[src/rtl/splash_pkg.sv]
package splash_pkg;

    typedef enum logic [4:0] {
        S_IDLE,
        S_RST_HI1,
        S_RST_LO,
        S_RST_HI2,
        S_CLR_CMD,
        S_CLR_DAT,
        S_COL_CMD,
        S_COL_D0,
        S_COL_D1,
        S_ROW_CMD,
        S_ROW_D0,
        S_ROW_D1,
        S_IMG_CMD,
        S_IMG_DAT,
        S_FLUSH,
        S_DONE,
        S_SHOW
    } seq_state_e;

    typedef enum logic [1:0] {
        WP_IDLE,
        WP_SETUP,
        WP_STROBE,
        WP_HOLD
    } wr_phase_e;

    localparam logic [7:0] OP_MEM_WRITE = 8'h2C;
    localparam logic [7:0] OP_COL_WIN   = 8'h2A;
    localparam logic [7:0] OP_ROW_WIN   = 8'h2B;

endpackage

[src/rtl/splash_bus_wr.sv]
module splash_bus_wr
    import splash_pkg::*;
#(
    parameter int unsigned DW = 8
) (
    input  logic          clk,
    input  logic          rst_n,
    input  logic          req,
    input  logic          req_dc,
    input  logic [DW-1:0] req_data,
    output logic          take,
    output logic          idle,
    output logic          wr_n,
    output logic          dc,
    output logic [DW-1:0] d
);

    wr_phase_e     phase_q;
    logic [DW-1:0] data_q;
    logic          dc_q;

    // A new byte may be loaded from an idle bus or from the hold cycle of the previous byte
    assign take = req && (phase_q == WP_IDLE || phase_q == WP_HOLD);
    assign idle = (phase_q == WP_IDLE);

    always_ff @(posedge clk or negedge rst_n) begin
        if (!rst_n) begin
            phase_q <= WP_IDLE;
            data_q  <= '0;
            dc_q    <= 1'b1;
        end else if (take) begin
            phase_q <= WP_SETUP;
            data_q  <= req_data;
            dc_q    <= req_dc;
        end else begin
            unique case (phase_q)
                WP_IDLE:   phase_q <= WP_IDLE;
                WP_SETUP:  phase_q <= WP_STROBE;
                WP_STROBE: phase_q <= WP_HOLD;
                WP_HOLD: begin
                    phase_q <= WP_IDLE;
                    dc_q    <= 1'b1;
                end
                default:   phase_q <= WP_IDLE;
            endcase
        end
    end

    assign wr_n = (phase_q != WP_STROBE);
    assign dc   = dc_q;
    assign d    = data_q;

endmodule

[src/rtl/splash_delay.sv]
module splash_delay #(
    parameter int unsigned LIMIT = 250
) (
    input  logic clk,
    input  logic rst_n,
    input  logic run,
    output logic expired
);

    if (LIMIT <= 1) begin : g_pass
        assign expired = run;
    end else begin : g_cnt
        localparam int unsigned TW = $clog2(LIMIT);
        logic [TW-1:0] cnt_q;

        assign expired = run && (cnt_q == TW'(LIMIT - 1));

        always_ff @(posedge clk or negedge rst_n) begin
            if (!rst_n) begin
                cnt_q <= '0;
            end else if (!run || expired) begin
                cnt_q <= '0;
            end else begin
                cnt_q <= cnt_q + 1'b1;
            end
        end
    end

endmodule

[src/rtl/splash_count.sv]
module splash_count #(
    parameter int unsigned CW = 16
) (
    input  logic          clk,
    input  logic          rst_n,
    input  logic          clr,
    input  logic          inc,
    output logic [CW-1:0] value
);

    always_ff @(posedge clk or negedge rst_n) begin
        if (!rst_n) begin
            value <= '0;
        end else if (clr) begin
            value <= '0;
        end else if (inc) begin
            value <= value + 1'b1;
        end
    end

endmodule

[src/rtl/splash_seq.sv]
module splash_seq
    import splash_pkg::*;
#(
    parameter int unsigned PANEL_W    = 128,
    parameter int unsigned PANEL_H    = 128,
    parameter int unsigned IMG_BYTES  = 1440,
    parameter int unsigned RST_CYCLES = 250,
    parameter logic [15:0] FILL_COLOR = 16'hFCC0,
    parameter logic [7:0]  COL_FIRST  = 8'h36,
    parameter logic [7:0]  COL_LAST   = 8'h49,
    parameter logic [7:0]  ROW_FIRST  = 8'h2E,
    parameter logic [7:0]  ROW_LAST   = 8'h51,
    localparam int unsigned ADDR_W    = $clog2(IMG_BYTES)
) (
    input  logic              clk,
    input  logic              rst_n,
    input  logic              start,
    output logic              done,
    output logic              pnl_cs_n,
    output logic              pnl_rst_n,
    output logic              pnl_dc,
    output logic              pnl_wr_n,
    output logic [7:0]        pnl_d,
    output logic              pnl_bl_en,
    output logic [ADDR_W-1:0] img_addr,
    input  logic [7:0]        img_data
);

    localparam int unsigned FILL_BYTES = PANEL_W * PANEL_H * 2;
    localparam int unsigned CNT_TOP    = (FILL_BYTES > IMG_BYTES) ? FILL_BYTES : IMG_BYTES;
    localparam int unsigned CNT_W      = $clog2(CNT_TOP + 1);

    seq_state_e state_q, state_d;

    logic             req, req_dc, take, wr_idle;
    logic [7:0]       req_data;
    logic             tmr_run, tmr_exp;
    logic             cnt_clr;
    logic [CNT_W-1:0] cnt_q;
    logic             fill_last, img_last;

    assign fill_last = (cnt_q == CNT_W'(FILL_BYTES - 1));
    assign img_last  = (cnt_q == CNT_W'(IMG_BYTES - 1));

    splash_bus_wr #(.DW(8)) u_wr (
        .clk      (clk),
        .rst_n    (rst_n),
        .req      (req),
        .req_dc   (req_dc),
        .req_data (req_data),
        .take     (take),
        .idle     (wr_idle),
        .wr_n     (pnl_wr_n),
        .dc       (pnl_dc),
        .d        (pnl_d)
    );

    splash_delay #(.LIMIT(RST_CYCLES)) u_dly (
        .clk     (clk),
        .rst_n   (rst_n),
        .run     (tmr_run),
        .expired (tmr_exp)
    );

    splash_count #(.CW(CNT_W)) u_cnt (
        .clk   (clk),
        .rst_n (rst_n),
        .clr   (cnt_clr),
        .inc   (take),
        .value (cnt_q)
    );

    // The byte counter is also the image address of the next byte still to be sent
    assign img_addr = cnt_q[ADDR_W-1:0];

    // State register
    always_ff @(posedge clk or negedge rst_n) begin
        if (!rst_n) begin
            state_q <= S_IDLE;
        end else begin
            state_q <= state_d;
        end
    end

    // Next-state decision
    always_comb begin
        state_d = state_q;
        unique case (state_q)
            S_IDLE:    if (start)   state_d = S_RST_HI1;
            S_RST_HI1: if (tmr_exp) state_d = S_RST_LO;
            S_RST_LO:  if (tmr_exp) state_d = S_RST_HI2;
            S_RST_HI2: if (tmr_exp) state_d = S_CLR_CMD;
            S_CLR_CMD: if (take)    state_d = S_CLR_DAT;
            S_CLR_DAT: if (take && fill_last) state_d = S_COL_CMD;
            S_COL_CMD: if (take)    state_d = S_COL_D0;
            S_COL_D0:  if (take)    state_d = S_COL_D1;
            S_COL_D1:  if (take)    state_d = S_ROW_CMD;
            S_ROW_CMD: if (take)    state_d = S_ROW_D0;
            S_ROW_D0:  if (take)    state_d = S_ROW_D1;
            S_ROW_D1:  if (take)    state_d = S_IMG_CMD;
            S_IMG_CMD: if (take)    state_d = S_IMG_DAT;
            S_IMG_DAT: if (take && img_last) state_d = S_FLUSH;
            S_FLUSH:   if (wr_idle) state_d = S_DONE;
            S_DONE:                 state_d = S_SHOW;
            S_SHOW:    if (start)   state_d = S_RST_HI1;
            default:                state_d = S_IDLE;
        endcase
    end

    // Outputs decoded from the state
    always_comb begin
        req       = 1'b0;
        req_dc    = 1'b1;
        req_data  = 8'h00;
        tmr_run   = 1'b0;
        cnt_clr   = 1'b1;
        pnl_cs_n  = 1'b0;
        pnl_rst_n = 1'b1;
        pnl_bl_en = 1'b0;
        done      = 1'b0;
        unique case (state_q)
            S_IDLE:    pnl_cs_n = 1'b1;
            S_RST_HI1: tmr_run = 1'b1;
            S_RST_LO: begin
                tmr_run   = 1'b1;
                pnl_rst_n = 1'b0;
            end
            S_RST_HI2: tmr_run = 1'b1;
            S_CLR_CMD: begin
                req      = 1'b1;
                req_dc   = 1'b0;
                req_data = OP_MEM_WRITE;
            end
            S_CLR_DAT: begin
                req      = 1'b1;
                cnt_clr  = 1'b0;
                req_data = cnt_q[0] ? FILL_COLOR[7:0] : FILL_COLOR[15:8];
            end
            S_COL_CMD: begin
                req      = 1'b1;
                req_dc   = 1'b0;
                req_data = OP_COL_WIN;
            end
            S_COL_D0: begin
                req      = 1'b1;
                req_data = COL_FIRST;
            end
            S_COL_D1: begin
                req      = 1'b1;
                req_data = COL_LAST;
            end
            S_ROW_CMD: begin
                req      = 1'b1;
                req_dc   = 1'b0;
                req_data = OP_ROW_WIN;
            end
            S_ROW_D0: begin
                req      = 1'b1;
                req_data = ROW_FIRST;
            end
            S_ROW_D1: begin
                req      = 1'b1;
                req_data = ROW_LAST;
            end
            S_IMG_CMD: begin
                req      = 1'b1;
                req_dc   = 1'b0;
                req_data = OP_MEM_WRITE;
            end
            S_IMG_DAT: begin
                req      = 1'b1;
                cnt_clr  = 1'b0;
                req_data = img_data;
            end
            S_FLUSH:   ;
            S_DONE: begin
                pnl_bl_en = 1'b1;
                done      = 1'b1;
            end
            S_SHOW:    pnl_bl_en = 1'b1;
            default:   pnl_cs_n = 1'b1;
        endcase
    end

endmodule

[config.mk]
export PLATFORM = sky130hd
export DESIGN_NAME = splash_seq
export DESIGN_NICKNAME = d
export VERILOG_FILES = /design/src/rtl/splash_pkg.sv /design/src/rtl/splash_bus_wr.sv /design/src/rtl/splash_delay.sv /design/src/rtl/splash_count.sv /design/src/rtl/splash_seq.sv
export SDC_FILE = /design/constraint.sdc
export NUM_CORES = 1
export LEC_CHECK = 0
export BUFFER_PORTS_ARGS = -buffer_cell sky130_fd_sc_hd__buf_2
export CORE_MARGIN = 1
export CORE_UTILIZATION = 60
export DETAILED_ROUTE_END_ITERATION = 16
export PLACE_DENSITY = 0.89
export SLEW_MARGIN = 20
export SYNTH_ARGS = -nofsm -noshare
export SYNTH_HDL_FRONTEND = slang
export SYNTH_SLANG_ARGS = --single-unit
[constraint.sdc]
create_clock -name clk -period 3.6 [get_ports clk]
set_input_delay 0.72 -clock clk [delete_from_list [all_inputs] [get_ports clk]]
set_output_delay 0.72 -clock clk [all_outputs]
set_load 0.005 [all_outputs]
==> out/qor.yml, run 1 <==
logic_synthesis:
  synth_flop_cell: "dfrtp_1"
  syn_nets: 282
  synth_edf_count: 0
  async_flop_share: 1.00
  synth_area_mm2: 0.00234
  synth_area_per_cell_um2: 8.86
  ys_seq_area_frac: 0.428
  ys_ff_latch: 40
  syn-instance-count: 264
  ys_warn_count: 0
  ys_types: 49
drt:
  wl_met3_um: 254
  m1WireLength_um: 2200
  wl_per_cell_um: 14.6
  ant_nets: 0
  dr_total_vias: 1984
  wirelength_um: 4860
  drt_iter0_markers: 136
  drt_first_pass_iters: 4
  drc: 0
  top_layer: "met4"
  routed_via_density: 5.96
  wl_met2_um: 2340
clock_network:
  cts_tree: "yes"
  cts_buffers: 5
  clockBufferDepth: 2
  cts-resized-gates: 0
  htreeDepth: 2
  clkSinkCount: 40
  cts_root_buf: "clkbuf_8"
  clkSlewWorstSetupHoldPaths_ps: 80
  ctsHoldBuffers: 0
  post_cts_buffers: 0
  insertion_delay_ps: 300
floorplan:
  rows: 22
  core_mm2: 0.00369
  dieArea_mm2: 0.00415
  start_util: 0.634
  io-pin-count: 36
  dieWidth_um: 64.4
  die_h_um: 64.4
placed_design:
  place_ws_ps: 1330
  place_area_mm2: 0.00245
  place_congestion: 0.915
  dp_hpwl_um: 3410
  portBuffers: 35
global_routing:
  grt_max_degree: 41
  gr-usage-all-layers: 0.261
  grt_antenna_before_repair: 0
  first_global_vias: 1792
  grt_pass1_wl_um: 8250
  overflow: 0
setup_path:
  endpoint_kind: "output port"
  startpoint_type: "flip-flop"
  cp_max_fo: 19
  worstPathArrival_ps: 1850
  critical_path_class: "flip-flop to output port"
  crit_required_ps: 2880
finish:
  final_common_cell: "dfrtp_1"
  antenna_cells: 0
  nets: 302
  postLayoutCellArea_mm2: 0.00256
  mostFrequentLayoutCells: "39 x dfrtp_1, 35 x buf_2, 29 x nor2_1"
  drive_above_1_share: 0.182
  syn_to_final_growth_pct: 9.47
job:
  maxCapViolCount: 0
timing:
  min_period_ps: 2570
  finalSetupViolCount: 0
  max_slew_margin: 0.432
  setup_ws_ps: 1030
  max_freq_ghz: 0.389
  period_share: 0.715
  tightest_slew_ps: 853
  rsz0062_at_grt: "false"
  fin_setup_tns_ps: 0
  finalHoldViolations: 0
  skew_ps: 11.0
  maxSlewViolCount: 0
  hold_slack_ps: 480
hold_path:
  min_path_type: "flip-flop to flip-flop"
power_and_ir_drop:
  ir_worst_vdd_mv: 0.402
  leakage_nw: 1.20
  power_density_mw_per_mm2: 330
status:
  status: "completed"
==> logic make-up (layout without fill, tap and decap cells) <==
group                    after synthesis  count (layout)  synth area share
AND/OR/NAND/NOR                      108             108             0.235
AO/OA/AOI/OAI                         56              56             0.156
flip-flops                            40              40             0.428
buffers and inverters                 36              57            0.0759
XOR/XNOR                              15              15            0.0562
adder cells (fa/ha/maj)                7               7            0.0374
multiplexers                           2               2            0.0112
==> critical path: stages (launching register included) <==
cell and delay [ps]:
dfrtp_1 580, nor4_1 620, xnor2_1 210, buf_2 150
==> power by group <==
group / internal (W) / total [W] / switching (W)
Sequential: 0.000454 / 0.000456 / 0.00000239
Combinational: 0.0000129 / 0.0000303 / 0.0000175
Clock: 0.000206 / 0.000359 / 0.000153
==> worst paths after layout <==
kind                            depth (start not counted)                   end        from  slack (ps)
worst min-delay path                                    2             u_wr.d[0]   u_wr.d[0]         480
max in group asynchronous                               1             u_wr.d[0]       rst_n        2520
worst min register to register                          2             u_wr.d[0]   u_wr.d[0]         480
worst max-delay path                                    3              pnl_cs_n  state_q[2]        1030
worst max register to register                          5            state_q[0]  state_q[2]        1320
min in group asynchronous                               1  u_dly.g_cnt.cnt_q[6]       rst_n         530
==> layout make-up <==
class                           count  area [um2]
Fill cell                         304        1130
Inverter                           13        48.8
Tap cell                           48        60.1
Clock inverter                      2        35.0
Timing Repair Buffer               36         183
Clock buffer                        6        72.6
Multi-Input combinational cell    188        1160
Sequential cell                    40        1000
==> per-stage QoR <==
step | instances | total power [W] | util
after floorplan | 264 | 0.000475 | -
after global placement | 325 | 0.000495 | 0.665
after detailed placement | 325 | 0.000496 | 0.665
after CTS | 333 | 0.000852 | 0.694
after global routing | 333 | 0.000880 | 0.694
final | 333 | 0.000845 | 0.694
==> sequential cells by signal (all words and copies together) (netlist names) <==
signal and flops:
state_q 5, u_wr.d 8, u_dly.g_cnt.cnt_q 8, u_cnt.value 16
u_wr.phase_q 2, u_wr.dc 1
==> cells in the mapped netlist, types with 2 or more instances <==
library cell  count  area [um2]
and4b_1           2        20.0
a22oi_1           3        22.5
nor2_1           29         109
xor2_1            8        70.1
a31oi_1           2        12.5
buf_4            11        82.6
a21o_1            2        15.0
nor4_1            2        12.5
o31ai_1           3        22.5
o21ai_0          18        90.1
nor2b_1           4        25.0
nand4_1           5        31.3
or3_1             9        56.3
nand3_1          14        70.1
o21bai_1          2        15.0
nand2b_1          2        12.5
clkbuf_1         10        37.5
xnor2_1           7        61.3
nand2_1          24        90.1
inv_1            12        45.0
and3_1            4        25.0
nor4_2            2        25.0
a21oi_1          15        75.1
nor3_1            5        25.0
dfrtp_1          39         976
ha_1              7        87.6
==> routing by layer <==
layer  up-vias  global-route usage
met5         -                   0
met4         0               0.100
met3         7              0.0475
met2        59               0.430
met1       963               0.343
li1        955                   -
(Power assumes the default switching activity.)
==> run 2: changes to the inputs <==
CORE_UTILIZATION = 51   (was 60)
PLACE_DENSITY = 0.81   (was 0.89)
clock period = 2.2 ns   (was 3.6 ns; I/O delays follow)
==> out/qor.yml, run 2 (synthesized netlist as in run 1, its figures left out) <==
placed_design:
  place_ws_ps: 38.7  # was 1330 ps
  dp_hpwl_um: 3740  # was 3410 um
  place_congestion: 0.902  # was 0.915
  portBuffers: 35  # unchanged
timing:
  min_period_ps: 2070
  maxSlewViolCount: 0  # unchanged
  max_slew_margin: 0.667  # was 0.432
  finalSetupViolCount: 0  # unchanged
  skew_ps: 4.27  # was 11.0 ps
  period_share: 0.940
  tightest_slew_ps: 500  # was 853 ps
  finalHoldViolations: 0  # unchanged
  max_freq_ghz: 0.484
  setup_ws_ps: 132  # was 1030 ps
setup_path:
  endpoint_kind: "flip-flop"  # was output port
  worstPathArrival_ps: 2290  # was 1850 ps
  path_buf_inv: 2  # was 1
  path_cells: "inv_1 > ha_1 > nor4_2 > nand4_1 > buf_4 > or3_1 > a21oi_1"  # was nor4_1 > xnor2_1 > buf_2
  startpoint_type: "flip-flop"  # unchanged
  crit_required_ps: 2420  # was 2880 ps
  cp_max_fo: 9  # was 19
  max_stage_delay_ps: 400  # was 620 ps
  critical_path_class: "flip-flop to flip-flop"  # was flip-flop to output port
  crit_slowest_cell: "nor4_2"  # was nor4_1
  cpLargestDelayFamily: "simple AND/OR/NAND/NOR gates"  # unchanged
floorplan:
  die_h_um: 69.7  # was 64.4 um
  dieArea_mm2: 0.00486  # was 0.00415 mm2
  io-pin-count: 36  # unchanged
  core_mm2: 0.00438  # was 0.00369 mm2
  dieWidth_um: 69.7  # was 64.4 um
  rows: 24  # was 22
  start_util: 0.534  # was 0.634
drt:
  drc: 0  # unchanged
  routed_via_density: 5.77  # was 5.96
  drt_first_pass_iters: 7  # was 4
  dr_total_vias: 2049  # was 1984
  wl_per_cell_um: 14.4  # was 14.6 um
  ant_nets: 0  # unchanged
  wirelength_um: 5110  # was 4860 um
  drt_iter0_markers: 183  # was 136
status:
  status: "completed"  # unchanged
finish:
  final_common_cell: "dfrtp_1"  # unchanged
  n_fill_cell: 365  # was 304
  mostFrequentLayoutCells: "39 x dfrtp_1, 35 x buf_2, 29 x nor2_1"  # unchanged
  drive_above_1_share: 0.238  # was 0.182
  largest-register: "u_cnt.value"  # unchanged
  largest_reg_flops: 16  # unchanged
  syn_to_final_growth_pct: 15.1  # was 9.47%
  antenna_cells: 0  # unchanged
  nets: 320  # was 302
  post-route-util: 0.614  # was 0.694
clock_network:
  cts_tree: "yes"  # unchanged
  cts_buffers: 5  # unchanged
  clkSlewWorstSetupHoldPaths_ps: 80  # about the same
  ctsHoldBuffers: 0  # unchanged
  clockBufferDepth: 2  # unchanged
  htreeDepth: 2  # unchanged
  cts_root_buf: "clkbuf_8"  # unchanged
  insertion_delay_ps: 290  # was 300 ps
  clkSinkCount: 40  # unchanged
power_and_ir_drop:
  ir_worst_vdd_mv: 0.383  # was 0.402 mV
  power_density_mw_per_mm2: 472  # was 330 mW/mm2
  leakage_nw: 1.28  # was 1.20 nW
global_routing:
  grt_antenna_before_repair: 0  # unchanged
  grt_max_degree: 41  # unchanged
  first_global_vias: 1843  # was 1792
  grt_pass1_wl_um: 8700  # was 8250 um
  overflow: 0  # unchanged
  gr-usage-all-layers: 0.224  # was 0.261
job:
  maxCapViolCount: 0  # unchanged
hold_path:
  min_path_type: "input port to asynchronous set/reset pin"  # was flip-flop to flip-flop
run 2: final timing paths:
kind	startpoint	depth (start not counted)	endpoint	slack [ps]
min in group clk	img_data[1]	3	u_wr.d[1]	420
min	rst_n	2	u_dly.g_cnt.cnt_q[4]	200
min reg2reg	u_wr.d[6]	2	u_wr.d[6]	480
max reg2reg	u_wr.phase_q[0]	7	u_cnt.value[11]	130
max	u_wr.phase_q[0]	7	u_cnt.value[11]	130
max in group asynchronous	rst_n	2	u_wr.dc	1640
run 2: cell type report:
class / instances / area [um2] / share of cell area
multi-input combinational: 188 / 1170 / 0.436
sequential: 40 / 1000 / 0.372
timing repair buffer: 54 / 318 / 0.118
clock buffer: 7 / 76.3 / 0.0283
tap: 52 / 65.1 / 0.0242
inverter: 13 / 48.8 / 0.0181
clock inverter: 1 / 8.76 / 0.00325
run 2: per-stage QoR:
step / hold WS [ps] / instance area, um2 / TNS, ps / std cells / total power (W)
global placement: 456 / 2580 / 0 / 345 / 0.000812
floorplan: 144 / 2340 / 0 / 264 / 0.000777
finish: 196 / 2690 / 0 / 355 / 0.00127
CTS: 215 / 2660 / 0 / 353 / 0.00128
global route: 232 / 2690 / -100 / 355 / 0.00132
detailed placement: 467 / 2580 / 0 / 345 / 0.000813
run 2: routing by layer:
metal	GRT usage	wire length, um	up-vias
li1	-	-	990
met1	0.321	2420	998
met2	0.345	2390	55
met3	0.0480	248	6
met4	0.0622	44	0
met5	0	0	-
run 2: what timing repair did:
item,in CTS,in global routing
endpoints found under the setup margin,0,8
gates resized for setup,0,3
buffers inserted,0,2
run 2: where the power goes:
group	total, W	switching (W)	internal (W)	leakage [nW]
clock network	0.000473	0.000247	0.000226	0.0424
registers	0.000746	0.00000348	0.000742	0.507
logic	0.0000514	0.0000291	0.0000223	0.728
total	0.00127	0.000280	0.000991	1.28
